==> config.mk <==
export PLATFORM = sky130hd
export DESIGN_NAME = offhook_term_seq
export DESIGN_NICKNAME = d
export VERILOG_FILES = /design/src/rtl/ohs_pkg.sv /design/src/rtl/ohs_tick_count.sv /design/src/rtl/ohs_decide.sv /design/src/rtl/ohs_out_reg.sv /design/src/rtl/offhook_term_seq.sv
export SDC_FILE = /design/constraint.sdc
export NUM_CORES = 1
export LEC_CHECK = 0
export BUFFER_PORTS_ARGS = -buffer_cell sky130_fd_sc_hd__clkbuf_2
export CAP_MARGIN = 30
export CORE_ASPECT_RATIO = 0.8
export CORE_UTILIZATION = 35
export DETAILED_ROUTE_END_ITERATION = 10
export GPL_TIMING_DRIVEN = 0
export PLACE_DENSITY = 0.6
export SLEW_MARGIN = 20
export SYNTH_ARGS = -nofsm -noshare
export SYNTH_HDL_FRONTEND = slang
export SYNTH_SLANG_ARGS = --single-unit
==> constraint.sdc <==
create_clock -name clk -period 1.7 [get_ports clk]
set_input_delay 0.17 -clock clk [delete_from_list [all_inputs] [get_ports clk]]
set_output_delay 0.17 -clock clk [all_outputs]
set_load 0.02 [all_outputs]
==> src/rtl/ohs_pkg.sv <==
// Package: shared encodings for the off-hook termination sequencer.
// Assumes two-bit mode and profile codes, as listed in the brief.
package ohs_pkg;

    typedef enum logic [1:0] {
        TM_FCC  = 2'd0,
        TM_STD  = 2'd1,
        TM_LOWV = 2'd2
    } term_mode_e;

    typedef enum logic [1:0] {
        PR_STD   = 2'd0,
        PR_LOWV  = 2'd1,
        PR_SEIZE = 2'd2,
        PR_ALT   = 2'd3
    } profile_e;

    typedef enum logic [1:0] {
        ST_IDLE    = 2'd0,
        ST_MEASURE = 2'd1,
        ST_TIMED   = 2'd2,
        ST_LOCKED  = 2'd3
    } seq_state_e;

    typedef struct packed {
        logic [1:0] mode;
        logic [1:0] vsel;
    } term_cfg_t;

    localparam term_cfg_t CFG_DEFAULT = '{mode: TM_FCC, vsel: 2'b00};

endpackage

==> src/rtl/ohs_tick_count.sv <==
// Module: saturating millisecond-tick counter.
// Counts ms_tick pulses from zero after a clear and stops at LIMIT.
// Assumes the clear is held for as long as the sequencer is idle.
module ohs_tick_count #(
    parameter int LIMIT = 500,
    localparam int CNT_W = (LIMIT < 1) ? 1 : $clog2(LIMIT + 1)
) (
    input  logic             clk,
    input  logic             rst_n,
    input  logic             clear,
    input  logic             tick,
    output logic [CNT_W-1:0] count
);
    localparam logic [CNT_W-1:0] LIM_C = CNT_W'(LIMIT);

    // Purpose: clear on request, otherwise advance on each tick up to LIMIT.
    always_ff @(posedge clk) begin
        if (!rst_n) begin
            count <= '0;
        end else if (clear) begin
            count <= '0;
        end else if (tick && (count != LIM_C)) begin
            count <= count + 1'b1;
        end
    end
endmodule

==> src/rtl/ohs_decide.sv <==
// Module: combinational termination choice.
// Gives the starting setting for a profile and the final setting for a
// captured profile and a loop-current reading. Assumes the readings are
// unsigned and that code 3 aliases the standard profile.
module ohs_decide
    import ohs_pkg::*;
#(
    parameter int CUR_W     = 4,
    parameter int STD_LIMIT = 3,
    parameter int LV_LIMIT  = 3
) (
    input  logic [1:0]       init_prof,
    input  logic [1:0]       final_prof,
    input  logic [CUR_W-1:0] cur,
    output term_cfg_t        init_cfg,
    output term_cfg_t        final_cfg
);
    localparam logic [CUR_W-1:0] STD_C = CUR_W'(STD_LIMIT);
    localparam logic [CUR_W-1:0] LV_C  = CUR_W'(LV_LIMIT);

    // Purpose: starting setting applied at the off-hook edge.
    always_comb begin
        case (profile_e'(init_prof))
            PR_LOWV:  init_cfg = '{mode: TM_LOWV, vsel: 2'b01};
            PR_SEIZE: init_cfg = '{mode: TM_LOWV, vsel: 2'b00};
            default:  init_cfg = '{mode: TM_STD,  vsel: 2'b00};
        endcase
    end

    // Purpose: final setting from the captured profile and the reading.
    always_comb begin
        case (profile_e'(final_prof))
            PR_LOWV: begin
                if (cur >= LV_C) final_cfg = '{mode: TM_FCC,  vsel: 2'b00};
                else             final_cfg = '{mode: TM_LOWV, vsel: 2'b01};
            end
            PR_SEIZE: final_cfg = '{mode: TM_FCC, vsel: 2'b00};
            default: begin
                if (cur < STD_C) final_cfg = '{mode: TM_FCC, vsel: 2'b00};
                else             final_cfg = '{mode: TM_STD, vsel: 2'b00};
            end
        endcase
    end
endmodule

==> src/rtl/ohs_out_reg.sv <==
// Module: output register for the termination setting and done flag.
// A clear has priority over a load; a load writes the setting and done.
module ohs_out_reg
    import ohs_pkg::*;
(
    input  logic      clk,
    input  logic      rst_n,
    input  logic      clear,
    input  logic      load,
    input  term_cfg_t cfg_d,
    input  logic      done_d,
    output term_cfg_t cfg_q,
    output logic      done_q
);
    // Purpose: hold the driven setting; defaults on reset or clear.
    always_ff @(posedge clk) begin
        if (!rst_n || clear) begin
            cfg_q  <= CFG_DEFAULT;
            done_q <= 1'b0;
        end else if (load) begin
            cfg_q  <= cfg_d;
            done_q <= done_d;
        end
    end
endmodule

==> src/rtl/offhook_term_seq.sv <==
// Module: top of the off-hook DC termination sequencer.
// Runs one decision per off-hook event: a measured choice after a settling
// delay, or a timed switch after HOLD_MS ticks. Assumes ms_tick and
// cur_vld are single-cycle pulses synchronous to clk. HOLD_MS is at least 1.
module offhook_term_seq
    import ohs_pkg::*;
#(
    parameter int CUR_W     = 4,
    parameter int SETTLE_MS = 8,
    parameter int HOLD_MS   = 500,
    parameter int STD_LIMIT = 3,
    parameter int LV_LIMIT  = 3
) (
    input  logic             clk,
    input  logic             rst_n,
    input  logic             hook_req,
    input  logic [1:0]       profile,
    input  logic [CUR_W-1:0] cur_val,
    input  logic             cur_vld,
    input  logic             ms_tick,
    output logic [1:0]       term_mode,
    output logic [1:0]       vsel,
    output logic             done
);
    localparam int CNT_LIM = (SETTLE_MS > HOLD_MS) ? SETTLE_MS : HOLD_MS;
    localparam int CNT_W   = (CNT_LIM < 1) ? 1 : $clog2(CNT_LIM + 1);
    localparam logic [CNT_W-1:0] SETTLE_C   = CNT_W'(SETTLE_MS);
    localparam logic [CNT_W-1:0] HOLD_LAST  = CNT_W'(HOLD_MS - 1);

    seq_state_e       st_q, st_d;
    logic [1:0]       prof_q;
    logic [CNT_W-1:0] cnt;
    logic             settled, hold_hit;
    term_cfg_t        init_cfg, final_cfg, load_cfg, cfg_q;
    logic             load_en, clr_en, done_d;

    ohs_tick_count #(.LIMIT(CNT_LIM)) u_cnt (
        .clk   (clk),
        .rst_n (rst_n),
        .clear (st_q == ST_IDLE),
        .tick  (ms_tick),
        .count (cnt)
    );

    ohs_decide #(
        .CUR_W     (CUR_W),
        .STD_LIMIT (STD_LIMIT),
        .LV_LIMIT  (LV_LIMIT)
    ) u_dec (
        .init_prof  (profile),
        .final_prof (prof_q),
        .cur        (cur_val),
        .init_cfg   (init_cfg),
        .final_cfg  (final_cfg)
    );

    ohs_out_reg u_out (
        .clk    (clk),
        .rst_n  (rst_n),
        .clear  (clr_en),
        .load   (load_en),
        .cfg_d  (load_cfg),
        .done_d (done_d),
        .cfg_q  (cfg_q),
        .done_q (done)
    );

    assign settled  = (cnt >= SETTLE_C);
    assign hold_hit = (cnt == HOLD_LAST);

    // Purpose: next-state and output-load decisions of the sequence.
    always_comb begin
        st_d     = st_q;
        load_en  = 1'b0;
        done_d   = 1'b0;
        load_cfg = init_cfg;
        clr_en   = !hook_req;
        if (!hook_req) begin
            st_d = ST_IDLE;
        end else begin
            case (st_q)
                ST_IDLE: begin
                    st_d    = (profile_e'(profile) == PR_SEIZE) ? ST_TIMED : ST_MEASURE;
                    load_en = 1'b1;
                end
                ST_MEASURE: begin
                    if (settled && cur_vld) begin
                        st_d     = ST_LOCKED;
                        load_en  = 1'b1;
                        load_cfg = final_cfg;
                        done_d   = 1'b1;
                    end
                end
                ST_TIMED: begin
                    if (ms_tick && hold_hit) begin
                        st_d     = ST_LOCKED;
                        load_en  = 1'b1;
                        load_cfg = final_cfg;
                        done_d   = 1'b1;
                    end
                end
                default: st_d = ST_LOCKED;
            endcase
        end
    end

    // Purpose: sequence state register.
    always_ff @(posedge clk) begin
        if (!rst_n) st_q <= ST_IDLE;
        else        st_q <= st_d;
    end

    // Purpose: capture the profile once, at the off-hook edge.
    always_ff @(posedge clk) begin
        if (!rst_n)                         prof_q <= 2'd0;
        else if (st_q == ST_IDLE && hook_req) prof_q <= profile;
    end

    assign term_mode = cfg_q.mode;
    assign vsel      = cfg_q.vsel;
endmodule

Yosys cells after proc, flatten, opt, wreduce, memory -nomap -nowiden
Cells that the tools add are included.

storage, ports and cells
  output and inout bits = 5
  input port bits = 11
  register bits after elaboration = 18
  logic and storage cells = 50

operators by class
  add/sub/neg operators = 1
  reduce and logical (&&, ||, !) cells = 11
  bitwise gates (word level) = 1
  muxes and demuxes = 18
  equal/unequal tests = 10
  $lt $le $gt $ge = 3

operators with widths
  kind                   count
  $pmux W4 S2            3
  $mux W4                4
  $add A9 B1 Y9 const B  1
  $eq A9 B9 Y1 const B   1
  $ge A9 B4 Y1 const B   1
  $ne A9 B9 Y1 const B   1
  $eq A2 B1 Y1 const B   3
  $eq A2 B2 Y1 const B   3
  $mux W2                3
  $pmux W2 S3            1
  $ge A4 B2 Y1 const B   1
  $logic_and A1 B1 Y1    4
  $lt A4 B2 Y1 const B   1
  $mux W1                4
  $ne A2 B2 Y1 const B   2
  $reduce_and A2 Y1      2
  $mux W3                1
  $pmux W1 S3            1
  $logic_not A1 Y1       2
  $logic_not A2 Y1       1
  $pmux W1 S2            1
  $reduce_or A2 Y1       1
  $logic_or A1 B1 Y1     1
  $not A1 Y1             1

Depth between registers and ports, before layout
  depth in word-level cells = 6
  depth in mapped cells = 7
  depth with buffers taken out = 7

Hierarchy
Synthesis repeated with hierarchy kept, for this count alone.

second synthesis, totals
  cells, all modules = 128
  area, all modules = 1134.8 µm²

modules (own cells, without submodules)
  module            area each (µm²)  cells an instance  seq. area each (µm²)  instances
  ohs_tick_count    452.9            50                 180.2                 1
  offhook_term_seq  405.4            49                 80.1                  1
  ohs_out_reg       186.4            17                 100.1                 1
  ohs_decide        90.1             12                 0.0                   1

Worst setup path after synthesis
OpenSTA, ideal clock, no wires.

  path type = reg-to-reg
  start point = register u_cnt.count[3]
  end point = register, netlist name u_out.cfg_q[3]
  setup time = 0.073 ns
  arrival = 1.760 ns
  slack = -0.133 ns
  data required time = 1.627 ns
  clock period less this slack = 1.833 ns
  buffers on the path = 0
  stages on the path, launching flop included = 6
  cell sequence = dfxtp_1 or4_4 o311a_4 o311a_4 o211a_1 nor3_2

between the ends
  cells in the longest elaborated chain, start to end = 5
  elaborated cells between the ends (all ways) = 12
  those cells by class = order compare: 1; eq/ne: 1; mux: 8; reduce/logical: 2

RTL lines
  item                                           RTL line                                        RTL
  start: declaration                             ohs_tick_count.sv:12                            output logic [CNT_W-1:0] count
  start signal: assignment                       ohs_tick_count.sv:23                            count <= count + 1'b1;
  $ge A9 B4 Y1 or $eq A9 B9 Y1 (tied branches)   offhook_term_seq.sv:68, offhook_term_seq.sv:69
  $logic_and A1 B1 Y1, on equally long branches  offhook_term_seq.sv:87, offhook_term_seq.sv:95
  $mux W1 (tied with other cells)                offhook_term_seq.sv:87                          if (settled && cur_vld) begin
  $pmux W1 S3 or $pmux W4 S2 (tied branches)     offhook_term_seq.sv:81                          case (st_q)
  $mux W1 or $mux W4 (tied branches)             offhook_term_seq.sv:78                          if (!hook_req) begin

Parallel ways exist; a longest one is shown, timed or not.
A chain may end at the register's enable or synchronous reset.

Worst setup path after layout
  start point = register u_cnt.count[3]
  end point = register, netlist name u_out.cfg_q[2]

between the ends
  cells in the longest elaborated chain, start to end = 5
  elaborated cells between the ends (all ways) = 12
  those cells by class = order compare: 1; eq/ne: 1; mux: 8; reduce/logical: 2

RTL lines
  item                                           RTL line
  $ge A9 B4 Y1 or $eq A9 B9 Y1 (tied branches)   offhook_term_seq.sv:68, offhook_term_seq.sv:69
  $logic_and A1 B1 Y1, on equally long branches  offhook_term_seq.sv:87, offhook_term_seq.sv:95
  $mux W1 (tied with other cells)                offhook_term_seq.sv:87
  $pmux W1 S3 or $pmux W4 S2 (tied branches)     offhook_term_seq.sv:81
  $mux W1 or $mux W4 (tied branches)             offhook_term_seq.sv:78

Parallel ways exist; a longest one is shown, timed or not.

==> flow_metrics.py <==
metrics = {
    "die": {
        "top_level_ports": 16,
        "die_w_um": 62.4,
        "coreArea_um2": 2770,
        "std_cell_rows": 17,
        "start_util": 0.369,
        "fp.dieArea_um2": 3140,
        "die_y_um": 50.3,
    },
    "placement": {
        "hpwl_um": 1590,
        "gp_congestion": 0.792,
        "port_buffers": 14,
        "place_area_um2": 1140,
        "place_ws_ns": -0.314,
    },
    "cts": {
        "h-tree-depth": 1,
        "clkSinkCount": 17,
        "clock-root-buffer": "clkbuf_4",
        "cts_hold_buf": 0,
        "path_clk_slew_ns": 0.10,
        "cts_tree": "yes",
        "clockBufferDepth": 2,
        "clock_latency_ns": 0.30,
        "cts-buffers-inserted": 3,
    },
    "synth": {
        "synthDistinctLibCells": 39,
        "synth_warnings": 0,
        "seq_area_frac_synth": 0.333,
        "ys_ff_latch": 17,
        "synth_area_um2": 1020,
        "avgSynthCellArea_um2": 8.73,
        "synth_fp_nets": 137,
        "synthTopCellsByArea": "dfxtp_1 33%, ha_1 11%, nor2_1 4.8%",
        "synth_top_cell_by_area": "dfxtp_1",
        "synth_cells": 117,
        "synth_top_area_frac": 0.333,
    },
    "sta": {
        "achievable-frequency_ghz": 0.511,
        "clock-skew-final_ns": 0.000470,
        "rsz0062_at_grt": "true",
        "finalSetupTns_ns": -1.04,
        "drv_slew": 0,
        "hold_violations": 0,
        "setup_viol": 6,
        "setup_ws_ns": -0.256,
        "period_share": 1.15,
        "min_period_ns": 1.96,
    },
    "worst_setup_path": {
        "regToRegSetupSlack_ns": -0.26,
        "cp_slowest_stage_delay_ns": 0.54,
        "cp_max_fo": 7,
        "arrival_ns": 2.17,
        "worstSetupPathType": "flop to flop",
        "crit_top_cell": "o311a_4",
        "cp.required_ns": 1.91,
        "end_kind": "flop",
        "reg2reg_depth": 4,
        "cpMaxStageDelayCell": "or4_4",
        "r2r_start": "u_cnt.count[3]$_SDFFE_PP0P_",
        "crit_chain": "or4_4, o311a_4, o311a_4, a311oi_2",
        "startpoint_type": "flop",
        "cp_num_buf_inv": 0,
        "critPathTopFamily": "compound AO/OA/AOI/OAI gates",
        "timing.rr.end": "u_out.cfg_q[2]$_SDFFE_PN0P_",
    },
    "grt": {
        "grt_max_degree": 10,
        "antenna_found_initial": 0,
        "grt_usage": 0.144,
        "grt_pass1_vias": 799,
        "gr-total-overflow": 0,
        "grt_pass1_wl_um": 3480,
    },
    "min_path": {
        "hold_start": "rst_n",
        "whs_path_depth": 2,
        "hold_end": "prof_q[1]$_SDFFE_PN0P_",
        "hp-class": "primary input to flop",
    },
    "drt": {
        "vias_per_cell": 5.27,
        "first_iter_violations": 71,
        "wl_per_cell_um": 13.1,
        "vias": 938,
        "drc_errors": 0,
        "ant_nets": 0,
        "firstDrtPassIters": 4,
        "routed_wirelength_um": 2330,
    },
    "layout": {
        "fin_area_um2": 1320,
        "num-nets-final": 161,
        "final_common_cell": "clkbuf_2",
        "mostFrequentLayoutCells": "14 x clkbuf_2, 13 x dfxtp_1, 12 x nor2_1",
        "regArea_um2": 348,
        "multi_input_area_um2": 733,
        "drive_gt1_frac": 0.321,
        "n_fill_cell": 268,
        "antenna_cells": 0,
        "post-route-util": 0.476,
        "syn_to_final_growth_pct": 28.8,
    },
    "pwr": {
        "swShare": 0.300,
        "pwr-share-comb": 0.209,
        "p_int_mw": 0.573,
        "power.share.clock": 0.278,
        "pwr-share-seq": 0.513,
        "ir_drop_v": 0.000181,
        "p_per_area_nw_per_um2": 623,
        "p_sw_mw": 0.246,
        "p_leak_nw": 0.543,
    },
    "run": {
        "drv_cap": 0,
    },
    "outcome": {
        "failed_checks": "negative setup slack",
        "status": "complete, but fails checks",
    },
}
[cell families after synthesis]
group | synth area share
AND/OR/NAND/NOR | 0.216
AO/OA/AOI/OAI | 0.232
flip-flops | 0.333
buffers and inverters | 0.0515
adder cells (fa/ha/maj) | 0.110
XOR/XNOR | 0.0429
other | 0.00367
multiplexers | 0.0110
[sequential cells by signal (all words and copies together) (netlist names)]
| register | count |
|---|---|
| prof_q | 2 |
| st_q | 2 |
| u_cnt.count | 9 |
| u_out.cfg_q | 3 |
| u_out.done_q | 1 |
[cell usage after synthesis]
master and number:
dfxtp_1 17, nor2_1 13, inv_1 11, nand2_1 10
ha_1 9, a21oi_1 5, a311oi_1 5, nand2b_1 4
xor2_1 4, nand4_1 3, o21ai_0 3, a21boi_0 2
and3_1 2, nand3_1 2, o311a_4 2, or3_1 2
a211o_1 1, a21o_1 1, a221oi_1 1, a22oi_1 1
a2bb2oi_1 1, a31oi_1 1, buf_4 1, clkbuf_1 1
conb_1 1, mux2_1 1, nand3b_1 1, nor3_1 1
nor3_2 1, nor4_1 1, nor4b_1 1, o2111ai_1 1
o211a_1 1, o211ai_1 1, o31a_1 1, o31ai_2 1
or2_2 1, or4_4 1, xnor2_1 1
[metrics by stage]
step / std cells / power, mW / hold slack [ns]
5_1_grt: 178 / 0.859 / 0.135
2_1_floorplan: 117 / 0.527 / 0.324
3_3_place_gp: 169 / 0.567 / 0.445
4_1_cts: 175 / 0.794 / 0.125
3_5_place_dp: 169 / 0.570 / 0.450
6_report: 178 / 0.819 / 0.129
[worst reg2reg max path, stage by stage, from the launching register on]
cell	delay, ns
dfxtp_4	0.35
or4_4	0.54
o311a_4	0.33
o311a_4	0.36
a311oi_2	0.29
[layout make-up]
| cell class | count | area share |
|---|---|---|
| Inverter | 11 | 0.0314 |
| Timing Repair Buffer | 19 | 0.0818 |
| Clock buffer | 4 | 0.0200 |
| Buffer | 2 | 0.00856 |
| Multi-Input combinational cell | 87 | 0.558 |
| Tap cell | 38 | 0.0362 |
| Sequential cell | 17 | 0.265 |
[how the worst max path moves through the flow]
stage,start,to,cells past startpoint
6_report,u_cnt.count[3]$_SDFFE_PP0P_,u_out.cfg_q[2]$_SDFFE_PN0P_,4
5_1_grt,u_cnt.count[3]$_SDFFE_PP0P_,u_out.cfg_q[0]$_SDFFE_PN0P_,4
4_1_cts,u_cnt.count[3]$_SDFFE_PP0P_,u_out.cfg_q[3]$_SDFFE_PN0P_,5
3_5_place_dp,st_q[0]$_SDFFE_PN0P_,u_out.cfg_q[2]$_SDFFE_PN0P_,7
3_3_place_gp,u_cnt.count[6]$_SDFFE_PP0P_,u_out.cfg_q[2]$_SDFFE_PN0P_,5
2_1_floorplan,u_cnt.count[8]$_SDFFE_PP0P_,u_out.cfg_q[3]$_SDFFE_PN0P_,5
[metal layers]
| metal | global-route usage | up-vias | part of all wire |
|---|---|---|---|
| li1 | - | 466 | - |
| met1 | 0.186 | 439 | 0.46 |
| met2 | 0.240 | 26 | 0.47 |
| met4 | 0.0698 | 0 | 0.026 |
| met5 | 0 | - | 0 |
| met3 | 0.0159 | 7 | 0.038 |
[power by group through the flow]
stage / Sequential (mW) / Combinational (mW) / Clock (mW)
after floorplan: 0.433 / 0.0934 / 0
after global placement: 0.429 / 0.138 / 0
after detailed placement: 0.430 / 0.140 / 0
after CTS: 0.419 / 0.143 / 0.231
after global routing: 0.422 / 0.189 / 0.249
final: 0.420 / 0.171 / 0.228
[timing repair]
item | CTS | global route
buffers inserted | 2 | 3
setup endpoints to repair | 6 | 7
gates resized for setup | 5 | 15
pin swaps | 0 | 9
Power figures use the tool's default switching activity.
